**src/rtl/pinirq_pkg.sv**
```systemverilog
package pinirq_pkg;

    localparam int ADDR_W         = 4;
    localparam int DATA_W         = 32;
    localparam int SLOT_W         = 4;
    localparam int SLOTS_PER_WORD = DATA_W / SLOT_W;

    localparam logic [ADDR_W-1:0] A_CTRL    = 4'd0;
    localparam logic [ADDR_W-1:0] A_EVTEN   = 4'd1;
    localparam logic [ADDR_W-1:0] A_WAKEEN  = 4'd2;
    localparam logic [ADDR_W-1:0] A_FLAGCLR = 4'd3;
    localparam logic [ADDR_W-1:0] A_NMICFG  = 4'd4;
    localparam logic [ADDR_W-1:0] A_NMICLR  = 4'd5;
    localparam int                A_CFGBASE = 8;

    localparam int CTRL_EN_BIT   = 0;
    localparam int CTRL_WIPE_BIT = 1;

    typedef enum logic [2:0] {
        SENSE_OFF  = 3'd0,
        SENSE_RISE = 3'd1,
        SENSE_FALL = 3'd2,
        SENSE_BOTH = 3'd3,
        SENSE_HIGH = 3'd4,
        SENSE_LOW  = 3'd5
    } sense_e;

    typedef struct packed {
        logic   filt_en;
        sense_e sense;
    } slot_t;

    typedef enum logic {
        ST_OFF = 1'b0,
        ST_RUN = 1'b1
    } run_e;

    function automatic logic vote3(input logic a, input logic b, input logic c);
        return (a & b) | (a & c) | (b & c);
    endfunction

endpackage

```
**src/rtl/pinirq_front.sv**
```systemverilog
module pinirq_front
    import pinirq_pkg::*;
#(
    parameter int SYNC_STAGES = 2
) (
    input  logic clk,
    input  logic rst_n,
    input  logic soft_clr,
    input  logic pin,
    input  logic filt_en,
    output logic level
);
    localparam int HIST = 2;

    logic [SYNC_STAGES-1:0] sync_q;
    logic [HIST-1:0]        hist_q;
    logic                   synced;

    assign synced = sync_q[SYNC_STAGES-1];

    always_ff @(posedge clk or negedge rst_n) begin
        if (!rst_n) begin
            sync_q <= '0;
            hist_q <= '0;
        end else if (soft_clr) begin
            sync_q <= '0;
            hist_q <= '0;
        end else begin
            sync_q <= {sync_q[SYNC_STAGES-2:0], pin};
            hist_q <= {hist_q[HIST-2:0], synced};
        end
    end

    always_comb begin
        if (filt_en) level = vote3(synced, hist_q[0], hist_q[1]);
        else         level = synced;
    end

endmodule

```
**src/rtl/pinirq_sense.sv**
```systemverilog
module pinirq_sense
    import pinirq_pkg::*;
(
    input  logic   clk,
    input  logic   rst_n,
    input  logic   soft_clr,
    input  logic   active,
    input  logic   level,
    input  sense_e sense,
    output logic   det
);
    logic prev_q;
    logic hit;

    always_ff @(posedge clk or negedge rst_n) begin
        if (!rst_n)        prev_q <= 1'b0;
        else if (soft_clr) prev_q <= 1'b0;
        else               prev_q <= level;
    end

    always_comb begin
        hit = 1'b0;
        case (sense)
            SENSE_RISE: hit = level & ~prev_q;
            SENSE_FALL: hit = ~level & prev_q;
            SENSE_BOTH: hit = level ^ prev_q;
            SENSE_HIGH: hit = level;
            SENSE_LOW:  hit = ~level;
            default:    hit = 1'b0;
        endcase
        det = active & hit;
    end

endmodule

```
**src/rtl/pinirq_regs.sv**
```systemverilog
module pinirq_regs
    import pinirq_pkg::*;
#(
    parameter int NUM_CH = 16
) (
    input  logic                     clk,
    input  logic                     rst_n,
    input  logic                     wr_en,
    input  logic [ADDR_W-1:0]        wr_addr,
    input  logic [DATA_W-1:0]        wr_data,
    output logic                     active,
    output logic                     soft_clr,
    output logic [NUM_CH*SLOT_W-1:0] cfg_flat,
    output logic [NUM_CH-1:0]        evt_en,
    output logic [NUM_CH-1:0]        wake_en,
    output logic [NUM_CH-1:0]        flag_clr,
    output slot_t                    nmi_cfg,
    output logic                     nmi_clr
);
    localparam int NUM_WORDS = NUM_CH / SLOTS_PER_WORD;

    run_e state_q, state_d;
    logic ctrl_wr;

    assign ctrl_wr  = wr_en && (wr_addr == A_CTRL);
    assign soft_clr = ctrl_wr && wr_data[CTRL_WIPE_BIT];

    // next-state logic: go / halt / wipe
    always_comb begin
        state_d = state_q;
        if (soft_clr) begin
            state_d = ST_OFF;
        end else if (ctrl_wr) begin
            unique case (state_q)
                ST_OFF: if (wr_data[CTRL_EN_BIT])  state_d = ST_RUN;
                ST_RUN: if (!wr_data[CTRL_EN_BIT]) state_d = ST_OFF;
            endcase
        end
    end

    always_ff @(posedge clk or negedge rst_n) begin
        if (!rst_n) state_q <= ST_OFF;
        else        state_q <= state_d;
    end

    // outputs of the run-control machine
    always_comb begin
        unique case (state_q)
            ST_OFF: active = 1'b0;
            ST_RUN: active = 1'b1;
        endcase
    end

    always_ff @(posedge clk or negedge rst_n) begin
        if (!rst_n) begin
            evt_en  <= '0;
            wake_en <= '0;
            nmi_cfg <= '0;
        end else if (soft_clr) begin
            evt_en  <= '0;
            wake_en <= '0;
            nmi_cfg <= '0;
        end else if (wr_en) begin
            if (wr_addr == A_EVTEN)  evt_en  <= wr_data[NUM_CH-1:0];
            if (wr_addr == A_WAKEEN) wake_en <= wr_data[NUM_CH-1:0];
            if (wr_addr == A_NMICFG && state_q == ST_OFF)
                nmi_cfg <= slot_t'(wr_data[SLOT_W-1:0]);
        end
    end

    generate
        for (genvar w = 0; w < NUM_WORDS; w++) begin : g_word
            localparam logic [ADDR_W-1:0] WADDR = ADDR_W'(A_CFGBASE + w);
            logic [DATA_W-1:0] word_q;
            always_ff @(posedge clk or negedge rst_n) begin
                if (!rst_n)                            word_q <= '0;
                else if (soft_clr)                     word_q <= '0;
                else if (wr_en && wr_addr == WADDR)    word_q <= wr_data;
            end
            assign cfg_flat[w*DATA_W +: DATA_W] = word_q;
        end
    endgenerate

    assign flag_clr = (wr_en && wr_addr == A_FLAGCLR) ? wr_data[NUM_CH-1:0] : '0;
    assign nmi_clr  = wr_en && (wr_addr == A_NMICLR) && wr_data[0];

endmodule

```
**src/rtl/pinirq_top.sv**
```systemverilog
module pinirq_top
    import pinirq_pkg::*;
#(
    parameter int NUM_CH      = 16,
    parameter int SYNC_STAGES = 2
) (
    input  logic              clk,
    input  logic              rst_n,
    input  logic [NUM_CH-1:0] pin_in,
    input  logic              nmi_pin,
    input  logic              wr_en,
    input  logic [3:0]        wr_addr,
    input  logic [31:0]       wr_data,
    output logic [NUM_CH-1:0] flag,
    output logic              nmi_flag,
    output logic [NUM_CH-1:0] evt_out,
    output logic              wake_req
);
    logic                     active;
    logic                     soft_clr;
    logic [NUM_CH*SLOT_W-1:0] cfg_flat;
    logic [NUM_CH-1:0]        evt_en;
    logic [NUM_CH-1:0]        wake_en;
    logic [NUM_CH-1:0]        flag_clr;
    slot_t                    nmi_cfg;
    logic                     nmi_clr;
    logic [NUM_CH-1:0]        det;
    logic                     nmi_det;
    logic                     nmi_level;

    pinirq_regs #(.NUM_CH(NUM_CH)) u_regs (
        .clk      (clk),
        .rst_n    (rst_n),
        .wr_en    (wr_en),
        .wr_addr  (wr_addr),
        .wr_data  (wr_data),
        .active   (active),
        .soft_clr (soft_clr),
        .cfg_flat (cfg_flat),
        .evt_en   (evt_en),
        .wake_en  (wake_en),
        .flag_clr (flag_clr),
        .nmi_cfg  (nmi_cfg),
        .nmi_clr  (nmi_clr)
    );

    generate
        for (genvar i = 0; i < NUM_CH; i++) begin : g_ch
            slot_t slot;
            logic  lvl;
            assign slot = slot_t'(cfg_flat[i*SLOT_W +: SLOT_W]);

            pinirq_front #(.SYNC_STAGES(SYNC_STAGES)) u_front (
                .clk      (clk),
                .rst_n    (rst_n),
                .soft_clr (soft_clr),
                .pin      (pin_in[i]),
                .filt_en  (slot.filt_en),
                .level    (lvl)
            );

            pinirq_sense u_sense (
                .clk      (clk),
                .rst_n    (rst_n),
                .soft_clr (soft_clr),
                .active   (active),
                .level    (lvl),
                .sense    (slot.sense),
                .det      (det[i])
            );
        end
    endgenerate

    pinirq_front #(.SYNC_STAGES(SYNC_STAGES)) u_nmi_front (
        .clk      (clk),
        .rst_n    (rst_n),
        .soft_clr (soft_clr),
        .pin      (nmi_pin),
        .filt_en  (nmi_cfg.filt_en),
        .level    (nmi_level)
    );

    pinirq_sense u_nmi_sense (
        .clk      (clk),
        .rst_n    (rst_n),
        .soft_clr (soft_clr),
        .active   (active),
        .level    (nmi_level),
        .sense    (nmi_cfg.sense),
        .det      (nmi_det)
    );

    always_ff @(posedge clk or negedge rst_n) begin
        if (!rst_n) begin
            flag     <= '0;
            nmi_flag <= 1'b0;
            evt_out  <= '0;
        end else if (soft_clr) begin
            flag     <= '0;
            nmi_flag <= 1'b0;
            evt_out  <= '0;
        end else begin
            flag     <= (flag & ~flag_clr) | det;
            nmi_flag <= (nmi_flag & ~nmi_clr) | nmi_det;
            evt_out  <= det & evt_en;
        end
    end

    assign wake_req = |(flag & wake_en);

endmodule

```
**config.mk**
```make
export PLATFORM = sky130hd
export DESIGN_NAME = pinirq_top
export DESIGN_NICKNAME = d
export VERILOG_FILES = /design/src/rtl/pinirq_pkg.sv /design/src/rtl/pinirq_front.sv /design/src/rtl/pinirq_sense.sv /design/src/rtl/pinirq_regs.sv /design/src/rtl/pinirq_top.sv
export SDC_FILE = /design/constraint.sdc
export NUM_CORES = 1
export LEC_CHECK = 0
export BUFFER_PORTS_ARGS = -buffer_cell sky130_fd_sc_hd__buf_2
export CAP_MARGIN = 20
export CELL_PAD_IN_SITES_DETAIL_PLACEMENT = 1
export CELL_PAD_IN_SITES_GLOBAL_PLACEMENT = 2
export CORE_ASPECT_RATIO = 1.5
export CORE_MARGIN = 10
export CORE_UTILIZATION = 42
export CTS_CLUSTER_DIAMETER = 40
export CTS_CLUSTER_SIZE = 20
export DETAILED_ROUTE_END_ITERATION = 7
export GPL_TIMING_DRIVEN = 0
export PLACE_DENSITY_LB_ADDON = 0.1
export SLEW_MARGIN = 10
export SYNTH_ARGS = -nofsm -noshare
export SYNTH_HDL_FRONTEND = slang
export SYNTH_SLANG_ARGS = --single-unit
```
**constraint.sdc**
```tcl
create_clock -name clk -period 3.74 [get_ports clk]
set_input_delay 0.935 -clock clk [delete_from_list [all_inputs] [get_ports clk]]
set_output_delay 0.935 -clock clk [all_outputs]
set_load 0.1 [all_outputs]
```
# Yosys cells after proc, flatten, opt, wreduce, memory -nomap -nowiden
# Index checks and enable logic that the tools add are counted.
dict set report op_classes {
  eq_ne 92
  n_mux 106
  bitwise_logic 196
  reduce_logical 20
}
# operator count
set op_table {}
lappend op_table {{$mux 16} 9}
lappend op_table {{$mux 32} 4}
lappend op_table {{$and 1x1->1} 103}
lappend op_table {{$eq 3x2->1 const B} 34}
lappend op_table {{$eq 3x3->1 const B} 34}
lappend op_table {{$pmux 1 s5} 17}
lappend op_table {{$mux 2} 34}
lappend op_table {{$eq 3x1->1 const B} 17}
lappend op_table {{$and 16x16->16} 3}
lappend op_table {{$mux 1} 38}
lappend op_table {{$not 1->1} 36}
lappend op_table {{$or 1x1->1} 35}
lappend op_table {{$xor 1x1->1} 17}
lappend op_table {{$not 16->16} 1}
lappend op_table {{$or 16x16->16} 1}
lappend op_table {{$reduce_or 16->1} 1}
lappend op_table {{$reduce_bool 2->1} 7}
lappend op_table {{$mux 4} 3}
lappend op_table {{$eq 4x2->1 const B} 2}
lappend op_table {{$eq 4x3->1 const B} 2}
lappend op_table {{$eq 4x4->1 const B} 2}
lappend op_table {{$logic_and 1x1->1} 8}
lappend op_table {{$reduce_and 2->1} 3}
lappend op_table {{$eq 4x1->1 const B} 1}
lappend op_table {{2 further kinds} 2}
dict set report totals {
  regBits 219
  input_bits 56
  output_inout_bits 34
  elab_cells 475
}

# Depth between registers and ports, before layout
# Gate-level depths: netlist (run 1).
dict set report logic_depth {
  ltp_word 10
  depth_mapped 10
  mapped_depth_nobuf 10
}

# Cells and area by module
# Synthesis (run 1) repeated with hierarchy kept, for this count alone.
dict set report hier_totals {
  hier_cells 1083
  area_unflattened_um2 10292.4
}
# mod instances cells_each area_each_um2 seq_area_each_um2
set modules_own_cells {}
lappend modules_own_cells {pinirq_regs 1 496 4588.2 2527.4}
lappend modules_own_cells {pinirq_front 17 13 145.1 100.1}
lappend modules_own_cells {pinirq_sense 17 14 115.1 25.0}
lappend modules_own_cells {pinirq_top 1 128 1280.0 825.8}

# Least setup slack after synthesis (run 1)
# No wires, ideal clock.
dict set report synth_timing {
  path_kind {register to output}
  start {reg flag[12]}
  end {out wake_req}
  arrival_time_ns 2.232
  t_required_ns 2.805
  setup_slack_ns 0.573
  stages_incl_launch_ff 4
  path_buffers 0
  path_cell_list {dfrtp_1 -> a22o_1 -> a221oi_1 -> nand4_1}
}
dict set report synth_via {
  elab_chain_len 2
}
# item line
set synth_rtl {}
lappend synth_rtl {{from (decl)} pinirq_top.sv:14} ;# output logic [NUM_CH-1:0] flag,
lappend synth_rtl {{from (signal assigned)} pinirq_top.sv:103} ;# flag <= (flag & ~flag_clr) | det;
lappend synth_rtl {{$and 16x16->16} pinirq_top.sv:109} ;# assign wake_req = |(flag & wake_en);
lappend synth_rtl {{$reduce_or 16->1} pinirq_top.sv:109}
lappend synth_rtl {{to (decl)} pinirq_top.sv:17} ;# output logic wake_req
# Every way passes these cells.

# Final worst setup path (run 1)
dict set report layout_timing {
  start {reg flag[15]}
  end {out wake_req}
}
# Same word-level chain as after synthesis.

==> results of run 1 <==
==> cells in the mapped netlist (all sizes together) <==
master   count
nand3       13
inv         65
o31a        15
o311a        1
o21ai        4
and4b        1
a21o         2
nor4b        3
nor2b        5
nand2      201
and2b        1
a21boi       9
and2        70
o21bai       6
nor3b       17
dfrtp      219
a31oi       15
ha          34
o31ai        2
clkbuf      16
nor2        84
nand3b       1
o21a         6
buf         31
nor3         1
a211oi       9
a22oi        1
nand2b      18
a22o         5
a21oi      142
mux2         1
nand4b       2
mux2i       30
nand4        1
a221oi       4
and3        10
o2111ai      6
==> power by group <==
group | internal [W] | switching (W) | leakage [nW]
Clock | 0.00203 | 0.00114 | 0.544
Sequential | 0.00268 | 0.000276 | 2.77
Combinational | 0.000440 | 0.000872 | 2.51
==> critical path, stage by stage (launching register included) <==
cell      delay (ns)
dfrtp_1         0.43
a22o_1          0.23
a221oi_1        0.30
nand4_1         0.18
buf_2           0.33
==> layer usage <==
layer,global-route usage,wire (um)
met5,0,0
met3,0.03136,1654
met1,0.2486,13010
met4,0.06176,892
met2,0.3642,16400
==> path summary, 6_finish.rpt <==
path                                                      from                             endpoint  depth (start not counted)
setup / recovery                            flag[15]$_DFF_PN0_                             wake_req                          4
hold / removal                                           rst_n    g_ch[12].u_sense.prev_q$_DFF_PN0_                          1
setup reg to reg                 u_regs.nmi_cfg[3]$_DFFE_PN0P_                   nmi_flag$_DFF_PN0_                          9
hold reg to reg            g_ch[9].u_front.sync_q[0]$_DFF_PN0_  g_ch[9].u_front.sync_q[1]$_DFF_PN0_                          1
max in group asynchronous                                rst_n  g_ch[2].u_front.hist_q[1]$_DFF_PN0_                          2
min in group clk           g_ch[9].u_front.sync_q[0]$_DFF_PN0_  g_ch[9].u_front.sync_q[1]$_DFF_PN0_                          1
==> area by class of cell <==
class / count / area [um2] / share of cell area
inverters: 65 / 244.0 / 0.01958
flip-flops and latches: 219 / 5480 / 0.4397
multi-input cells: 720 / 4420 / 0.3547
well taps: 324 / 405.4 / 0.03253
plain buffers: 47 / 297.8 / 0.02389
clock inverters: 21 / 315.3 / 0.02530
repair buffers: 88 / 495.5 / 0.03976
clock buffers: 36 / 804.5 / 0.06455
==> state kept, by name, indices dropped and copies added, names as in the netlist, 2 cells and up <==
signal                cells
u_regs.wake_en           16
u_nmi_front.hist_q        2
evt_out                  16
flag                     16
u_regs.g_word.word_q     64
u_regs.evt_en            16
g_ch.u_front.sync_q      32
g_ch.u_sense.prev_q      16
u_nmi_front.sync_q        2
u_regs.nmi_cfg            4
g_ch.u_front.hist_q      32
==> cell families after synthesis <==
logic type | count (synthesis) | synth area share
AOI/OAI and AO/OA | 227 | 0.1372
adders and majority gates | 34 | 0.04074
buffers and inverters | 112 | 0.05188
DFF | 219 | 0.5248
muxes | 31 | 0.02983
and+or+nand+nor | 428 | 0.2156
==> through the flow <==
stage          instances    util  setup WS [ns]
2_1_floorplan       1051       -         0.5735
3_3_place_gp        1461  0.4615         -2.253
3_5_place_dp        1463  0.4642         0.8347
4_1_cts             1520  0.5100         0.7489
5_1_grt             1520  0.5100         0.6779
6_report            1520  0.5100         0.7644
==> key figures, run 1 <==
Timing
  • Slew @ Worst Pin: 1.065 ns
  • Maximum clock rate: 336.1 MHz
  • Min Clock Period, post-route: 2.976 ns
  • RSZ-0062 raised after global routing: false
  • Max_slew headroom: 0.2900
  • Final setup viols: 0
  • Final hold slack: roughly 0.28 ns
  • Crit share post-route: 0.7956
  • Max-slew violations: 0
  • Final Skew: 0.02209 ns
  • Hold Fails Final Rpt: 0
  • Fin Setup TNS: 0 ns

Global route
  • Initial antenna violation count: 0
  • Largest net degree at the start of global routing: 87
  • Total GRT Usage: 0.2047
  • First-pass GRT wire length: 50,340 um
  • Total grt overflow: 0
  • Vias in the first global route: 8,722

Routing
  • Vias per inst: between 5 and 6
  • Residual DRC count: 0
  • Total number of vias: 8,034
  • First-pass DRT Iterations: 4
  • 1st-iter DRT viols: 299
  • Drt wl/cell: roughly 21 um
  • DRT Wirelength: 31,960 um
  • Post-route ant nets: 0

Logic synthesis
  • #FFs+latches synth: 219
  • Area contributors post-synth: dfrtp_1 52%, nand2_1 7.1%, a21oi_1 6.3%, and2_1 4.2%, ha_1 4.1%
  • Mapped Area: 0.01044 mm2
  • Largest area contributor in the netlist: dfrtp_1
  • Syn Inst Count: 1,051
  • Mapped Avg Cell Area: between 9 and 10 um2
  • Synth Warn #: 0
  • Post-synth cell types: 51
  • Synth top area share: 0.5248
  • Post-Syn Nets: 1,141
  • Sequential share of the synthesized area: 0.5248

Placement
  • Cell Area, Placed: 0.01134 mm2
  • Placer Congestion: ~0.83
  • DP HPWL: 22,630 um
  • I/O Buffers: 86

Clock tree
  • Depth of the CTS H-tree: 1
  • CTS tree: done
  • Cts bufs inserted: 31
  • Buffer depth of the longest clock path: 3
  • Clk root buf: clkbuf_16
  • Post-CTS Setup Bufs: 0
  • TritonCTS Sinks: 219
  • Clk Latency, worst-skew pair: 0.57 ns
  • Post-CTS Resized: 0
  • Worst-path clk slew: 0.06 ns
  • Cts hold-fix bufs: 0

Run status
  • Status: finished, final reports clean

Power
  • Pleak: 5.821 nW
  • Total power: approximately 0.0074 W
  • PwrDens: 597.1 mW/mm2
  • Peak supply drop: 0.5991 mV

Setup path
  • Startpoint Class: register
  • R2r setup slk: 1.59 ns
  • Critical Path End Type: output pin
  • Worst-path fanout max: 3
  • Required time worst endpoint: 2.80 ns
  • WS Path Type: register to output pin
  • Arrival @ worst endpoint: about 2 ns

Finish
  • Final antenna diode count: 0
  • Layout cells sized above 1: 0.1923
  • Most common cell after layout, fill and taps aside: dfrtp_1
  • Fin area: 0.01246 mm2
  • Area Growth Syn to Fin: 19.35%
  • Commonest non-fill, non-tap cells in the layout: 219 x dfrtp_1, 198 x nand2_1, 132 x a21oi_1
  • Filler cell count: 2,750
  • Layout net count: 1,262

Floorplanning
  • Die Wd: 148.7 um
  • Initial cell density of the core: 0.4273
  • Io pins: 90
  • Die area: ~0.032 mm2
  • Core area: 0.02444 mm2
  • Row Count: 70
  • Die Y: 213.1 um

Run
  • Max Cap Viol: 0

Min path
  • Hold Path Class: input pin to asynchronous set/reset pin
Power figures use the tool's default switching activity.
==> run 2: changes to the inputs <==
--- a/config.mk
+++ b/config.mk
@@ -11,7 +11,7 @@
 export CELL_PAD_IN_SITES_GLOBAL_PLACEMENT = 2
 export CORE_ASPECT_RATIO = 1.5
 export CORE_MARGIN = 10
-export CORE_UTILIZATION = 42
+export CORE_UTILIZATION = 35
 export CTS_CLUSTER_DIAMETER = 40
 export CTS_CLUSTER_SIZE = 20
 export DETAILED_ROUTE_END_ITERATION = 7
==> constraint.sdc (replaced) <==
create_clock -name clk -period 2.7 [get_ports clk]
set_input_delay 0.675 -clock clk [delete_from_list [all_inputs] [get_ports clk]]
set_output_delay 0.675 -clock clk [all_outputs]
set_load 0.1 [all_outputs]
==> key figures, run 2 (same netlist as run 1, synthesis figures left out) <==
Finish
  • Most flops, register: u_regs.g_word.word_q
  • Final antenna diode count: 0
  • Commonest non-fill, non-tap cells in the layout: 203 x dfrtp_1, 198 x nand2_1, 132 x a21oi_1
  • Final Util: 0.4309
  • Filler cell count: around 3,400
  • Most common cell after layout, fill and taps aside: dfrtp_1
  • Layout net count: roughly 1,300
  • Fin area: 0.01270 mm2
  • Top Registers: u_regs.g_word.word_q: 64 flops, g_ch.u_front.hist_q: 32 flops, g_ch.u_front.sync_q: 32 flops
  • Max reg flops: 64
  • Layout cells sized above 1: 0.2101
  • Area Growth Syn to Fin: 21.66%

Power
  • Peak supply drop: between 0.4 and 0.5 mV
  • Pleak: 5.873 nW
  • PwrDens: 844.4 mW/mm2
  • Total power: 0.01073 W

Timing
  • Final hold slack: between 0.1 and 0.15 ns
  • Crit share post-route: 0.9799
  • Max_slew headroom: 0.2871
  • Max-slew violations: 0
  • Maximum clock rate: roughly 380 MHz
  • Slew @ Worst Pin: around 1.1 ns
  • Final setup viols: 0
  • Final Skew: 0.02348 ns
  • Min Clock Period, post-route: 2.646 ns
  • Hold Fails Final Rpt: 0
  • RSZ-0062 raised after global routing: false
  • Worst setup margin: 0.05427 ns

Clock tree
  • Buffer depth of the longest clock path: 3
  • Post-CTS Resized: 1
  • Depth of the CTS H-tree: 2
  • TritonCTS Sinks: 219
  • CTS tree: done
  • Cts bufs inserted: 36
  • Clk Latency, worst-skew pair: 0.53 ns
  • Post-CTS Setup Bufs: 0
  • Clk root buf: clkbuf_16
  • Worst-path clk slew: 0.05 ns
  • Cts hold-fix bufs: 0

Run
  • Max Cap Viol: 0

Placement
  • Worst slack at placement: -0.02278 ns
  • DP HPWL: 23,970 um
  • Cell Area, Placed: 0.01145 mm2
  • I/O Buffers: 86
  • Placer Congestion: 0.8249

Global route
  • Total GRT Usage: 0.1808
  • Total grt overflow: 0
  • First-pass GRT wire length: 51,980 um
  • Vias in the first global route: 8,773
  • Largest net degree at the start of global routing: 82
  • Initial antenna violation count: 0

Setup path
  • CP Cell Sequence: a22o_1 -> a221oi_1 -> nand4_1 -> buf_4
  • WS Path Type: register to output pin
  • Number of stages on the worst setup path: 4
  • Max stage delay on crit path: 0.45 ns
  • R2R cell count: 4
  • Worst-path fanout max: 4
  • CP top delay family: compound AO/OA/AOI/OAI gates
  • CP max-delay cell: dfrtp_2
  • Worst Path Buf+Inv: 1
  • Critical Path End Type: output pin
  • Required time worst endpoint: 2.03 ns
  • Startpoint Class: register
  • Arrival @ worst endpoint: 1.97 ns

Routing
  • Residual DRC count: 0
  • 1st-iter DRT viols: 365
  • Drt wl/cell: 20.89 um
  • Post-route ant nets: 0
  • Vias per inst: ~5.0
  • Total number of vias: 7,991
  • First-pass DRT Iterations: 4
  • DRT Wirelength: 33,410 um

Floorplanning
  • Die Wd: 161.0 um
  • Core area: 0.02948 mm2
  • Die Y: about 230 um
  • Initial cell density of the core: 0.3542
  • Row Count: 77
  • Io pins: 90
  • Die area: ~0.037 mm2

Run status
  • Status: finished, final reports clean

Min path
  • Hold Path Class: input pin to asynchronous set/reset pin
## run 2: metrics by stage
stage	std cells	TNS, ns
2_1_floorplan	1051	0
3_3_place_gp	1532	-693.52
3_5_place_dp	1534	-0.1069
4_1_cts	1599	0
5_1_grt	1599	0
6_report	1599	0
## run 2: final timing paths
path / startpoint / end / slack [ns]
max in group asynchronous: rst_n / flag[7]$_DFF_PN0_ / 1.74
min in group clk: pin_in[4] / g_ch[4].u_front.sync_q[0]$_DFF_PN0_ / 0.36
hold / removal: rst_n / g_ch[11].u_front.hist_q[0]$_DFF_PN0_ / 0.10
setup / recovery: flag[3]$_DFF_PN0_ / wake_req / 0.05
hold reg to reg: g_ch[12].u_front.sync_q[0]$_DFF_PN0_ / g_ch[12].u_front.sync_q[1]$_DFF_PN0_ / 0.45
setup reg to reg: u_regs.state_q$_DFFE_PN0P_ / nmi_flag$_DFF_PN0_ / 0.66
## run 2: worst reg2reg max path: stages (launching register included)
cell and delay, ns:
dfrtp_1 0.33, clkbuf_1 0.50, clkbuf_1 0.76, o31ai_1 0.19, a21oi_1 0.19
## run 2: final cells by class
cell class	count	area, um2	share of cell area
Sequential cell	219	5500	0.4329
Multi-Input combinational cell	720	4420	0.3479
Clock buffer	46	999.7	0.07869
Timing Repair Buffer	88	498.0	0.03920
Tap cell	395	494.2	0.03890
Buffer	47	297.8	0.02344
Clock inverter	19	250.2	0.01970
Inverter	65	244.0	0.01920
## run 2: where the power goes
group          internal, W  switching, W  leakage, nW  total, W
combinational     0.000615       0.00120         2.51   0.00182
sequential         0.00372      0.000382         2.74   0.00410
clock              0.00312       0.00169        0.620   0.00481
## run 2: per-layer routing
metal / track usage / part of all wire / vias to the layer above
met3: 0.02821 / 0.035 / 52
met4: 0.05986 / 0.028 / 0
li1: - / - / 3772
met5: 0 / 0 / -
met2: 0.3245 / 0.52 / 137
met1: 0.2149 / 0.42 / 4030
==> run 3: changes to the inputs <==
--- a/config.mk
+++ b/config.mk
@@ -16,7 +16,7 @@
 export CTS_CLUSTER_SIZE = 20
 export DETAILED_ROUTE_END_ITERATION = 7
 export GPL_TIMING_DRIVEN = 0
-export PLACE_DENSITY_LB_ADDON = 0.1
+export PLACE_DENSITY = 0.72
 export SLEW_MARGIN = 10
 export SYNTH_ARGS = -nofsm -noshare
 export SYNTH_HDL_FRONTEND = slang
==> key figures, run 3 (same netlist as run 1, synthesis figures left out) <==
Run status
  • Status: finished, final reports clean

Timing
  • Final setup viols: 0
  • Max_slew headroom: 0.3829
  • Min Clock Period, post-route: 2.611 ns
  • Final Skew: 0.02101 ns
  • Max-slew violations: 0
  • Hold Fails Final Rpt: 0
  • Crit share post-route: 0.9670
  • Fin Setup TNS: 0 ns
  • Slew @ Worst Pin: 0.9256 ns
  • Maximum clock rate: 383.0 MHz
  • RSZ-0062 raised after global routing: false

Setup path
  • Required time worst endpoint: 2.03 ns
  • Critical R2R Launch: u_regs.state_q$_DFFE_PN0P_
  • WS Path Type: register to output pin
  • Worst-path fanout max: 4
  • Worst reg2reg path endpoint: flag[7]$_DFF_PN0_
  • Critical Path End Type: output pin
  • Startpoint Class: register
  • Arrival @ worst endpoint: a little under 2 ns
  • R2R cell count: 4
  • CP Launch Point: flag[3]$_DFF_PN0_
  • R2r setup slk: 0.61 ns

Floorplanning
  • Die area: 0.03729 mm2
  • Io pins: 90
  • Die Wd: approximately 160 um
  • Row Count: 77
  • Initial cell density of the core: 0.3542
  • Core area: 0.02948 mm2
  • Die Y: 231.6 um

Routing
  • 1st-iter DRT viols: 271
  • Drt wl/cell: about 21 um
  • Residual DRC count: 0
  • First-pass DRT Iterations: 4
  • Post-route ant nets: 0
  • Total number of vias: 7,900
  • DRT Wirelength: 32,850 um
  • Vias per inst: between 4 and 5

Power
  • Comb pwr share: 0.177
  • Peak supply drop: 0.5863 mV
  • NetSw: 0.003193 W
  • Pleak: 5.807 nW
  • Sequential power share: 0.397
  • Total power: about 0.010 W
  • Clock share of power: 0.426
  • Sw frac: 0.3096
  • PwrDens: 818.3 mW/mm2
  • Internal: approximately 0.0071 W

Global route
  • Total grt overflow: 0
  • Vias in the first global route: about 8,900
  • Initial antenna violation count: 0
  • Total GRT Usage: 0.1767
  • First-pass GRT wire length: 50,980 um
  • Largest net degree at the start of global routing: 81

Clock tree
  • Depth of the CTS H-tree: 2
  • TritonCTS Sinks: 219
  • Worst-path clk slew: 0.05 ns
  • Buffer depth of the longest clock path: 3
  • Cts hold-fix bufs: 0
  • Post-CTS Setup Bufs: 0
  • Clk Latency, worst-skew pair: between 0.5 and 0.6 ns
  • Cts bufs inserted: 34
  • CTS tree: done
  • Clk root buf: clkbuf_16

Finish
  • Layout net count: 1,265
  • Layout cells sized above 1: 0.2067
  • Filler cell count: 3,370
  • Storage element area: between 0.005 and 0.006 mm2
  • Final Util: 0.4275
  • Area Growth Syn to Fin: 20.68%
  • Commonest non-fill, non-tap cells in the layout: 203 x dfrtp_1, 198 x nand2_1, 132 x a21oi_1
  • Area taken by multi-input logic gates: approximately 0.0044 mm2
  • Max reg flops: 64
  • Final Non-Filler Cells: 1,595
  • Most flops, register: u_regs.g_word.word_q
  • Top Registers: u_regs.g_word.word_q: 64 flops, g_ch.u_front.hist_q: 32 flops, g_ch.u_front.sync_q: 32 flops
  • Most common cell after layout, fill and taps aside: dfrtp_1
  • Final antenna diode count: 0
  • Fin area: between 0.01 and 0.015 mm2

Run
  • Max Cap Viol: 0

Placement
  • Cell Area, Placed: around 0.011 mm2
  • Placer Congestion: 0.8105
  • I/O Buffers: 86
  • DP HPWL: 23,580 um
  • Post-placement cell count: 1,534

Min path
  • Hold Path Class: input pin to asynchronous set/reset pin
[run 3: layer usage]
| metal | up-vias | GRT usage | share of wire |
|---|---|---|---|
| met4 | 0 | 0.05644 | 0.026 |
| li1 | 3753 | - | - |
| met3 | 45 | 0.02928 | 0.028 |
| met2 | 124 | 0.3146 | 0.51 |
| met1 | 3978 | 0.2121 | 0.43 |
| met5 | - | 0 | 0 |
[run 3: stage by stage]
step                      worst slack (ns)  hold WS, ns
after floorplan                    0.01481       0.3794
after global placement              -3.569       0.4293
after detailed placement            0.1415       0.4352
after CTS                         0.009793       0.1156
after global routing               0.01124       0.1410
final                              0.08900       0.1053
[run 3: power by group through the flow]
stage                     logic [W]  clock network, W  registers (W)
after global placement      0.00178                 0        0.00414
after floorplan             0.00102                 0        0.00437
after detailed placement    0.00183                 0        0.00416
final                       0.00183           0.00439        0.00410
after global routing        0.00203           0.00463        0.00416
after CTS                   0.00186           0.00449        0.00410
[run 3: worst max path at each step]
stage	depth (start not counted)	slack (ns)	endpoint
global placement	1	-3.57	flag[8]$_DFF_PN0_
finish	4	0.09	wake_req
global route	4	0.01	wake_req
detailed placement	6	0.14	g_ch[10].u_front.sync_q[1]$_DFF_PN0_
CTS	4	0.01	wake_req
floorplan	3	0.01	wake_req
[run 3: timing repair]
item / 4_1_cts / 5_1_grt
resized for setup: 2 / 1
cloned: 0 / 0
setup endpoints to repair: 1 / 1
[run 3: final cells by class]
type / count / share of cell area
well taps: 395 / 0.03922
flip-flops and latches: 219 / 0.4365
clock buffers: 49 / 0.07923
plain buffers: 47 / 0.02363
clock inverters: 12 / 0.01102
inverters: 65 / 0.01936
multi-input cells: 720 / 0.3513
repair buffers: 88 / 0.03981
[run 3: critical path, stage by stage (launching register included)]
cell and delay [ns]:
dfrtp_2 0.46, a22o_1 0.23, a221oi_1 0.27, nand4_1 0.22
buf_6 0.24
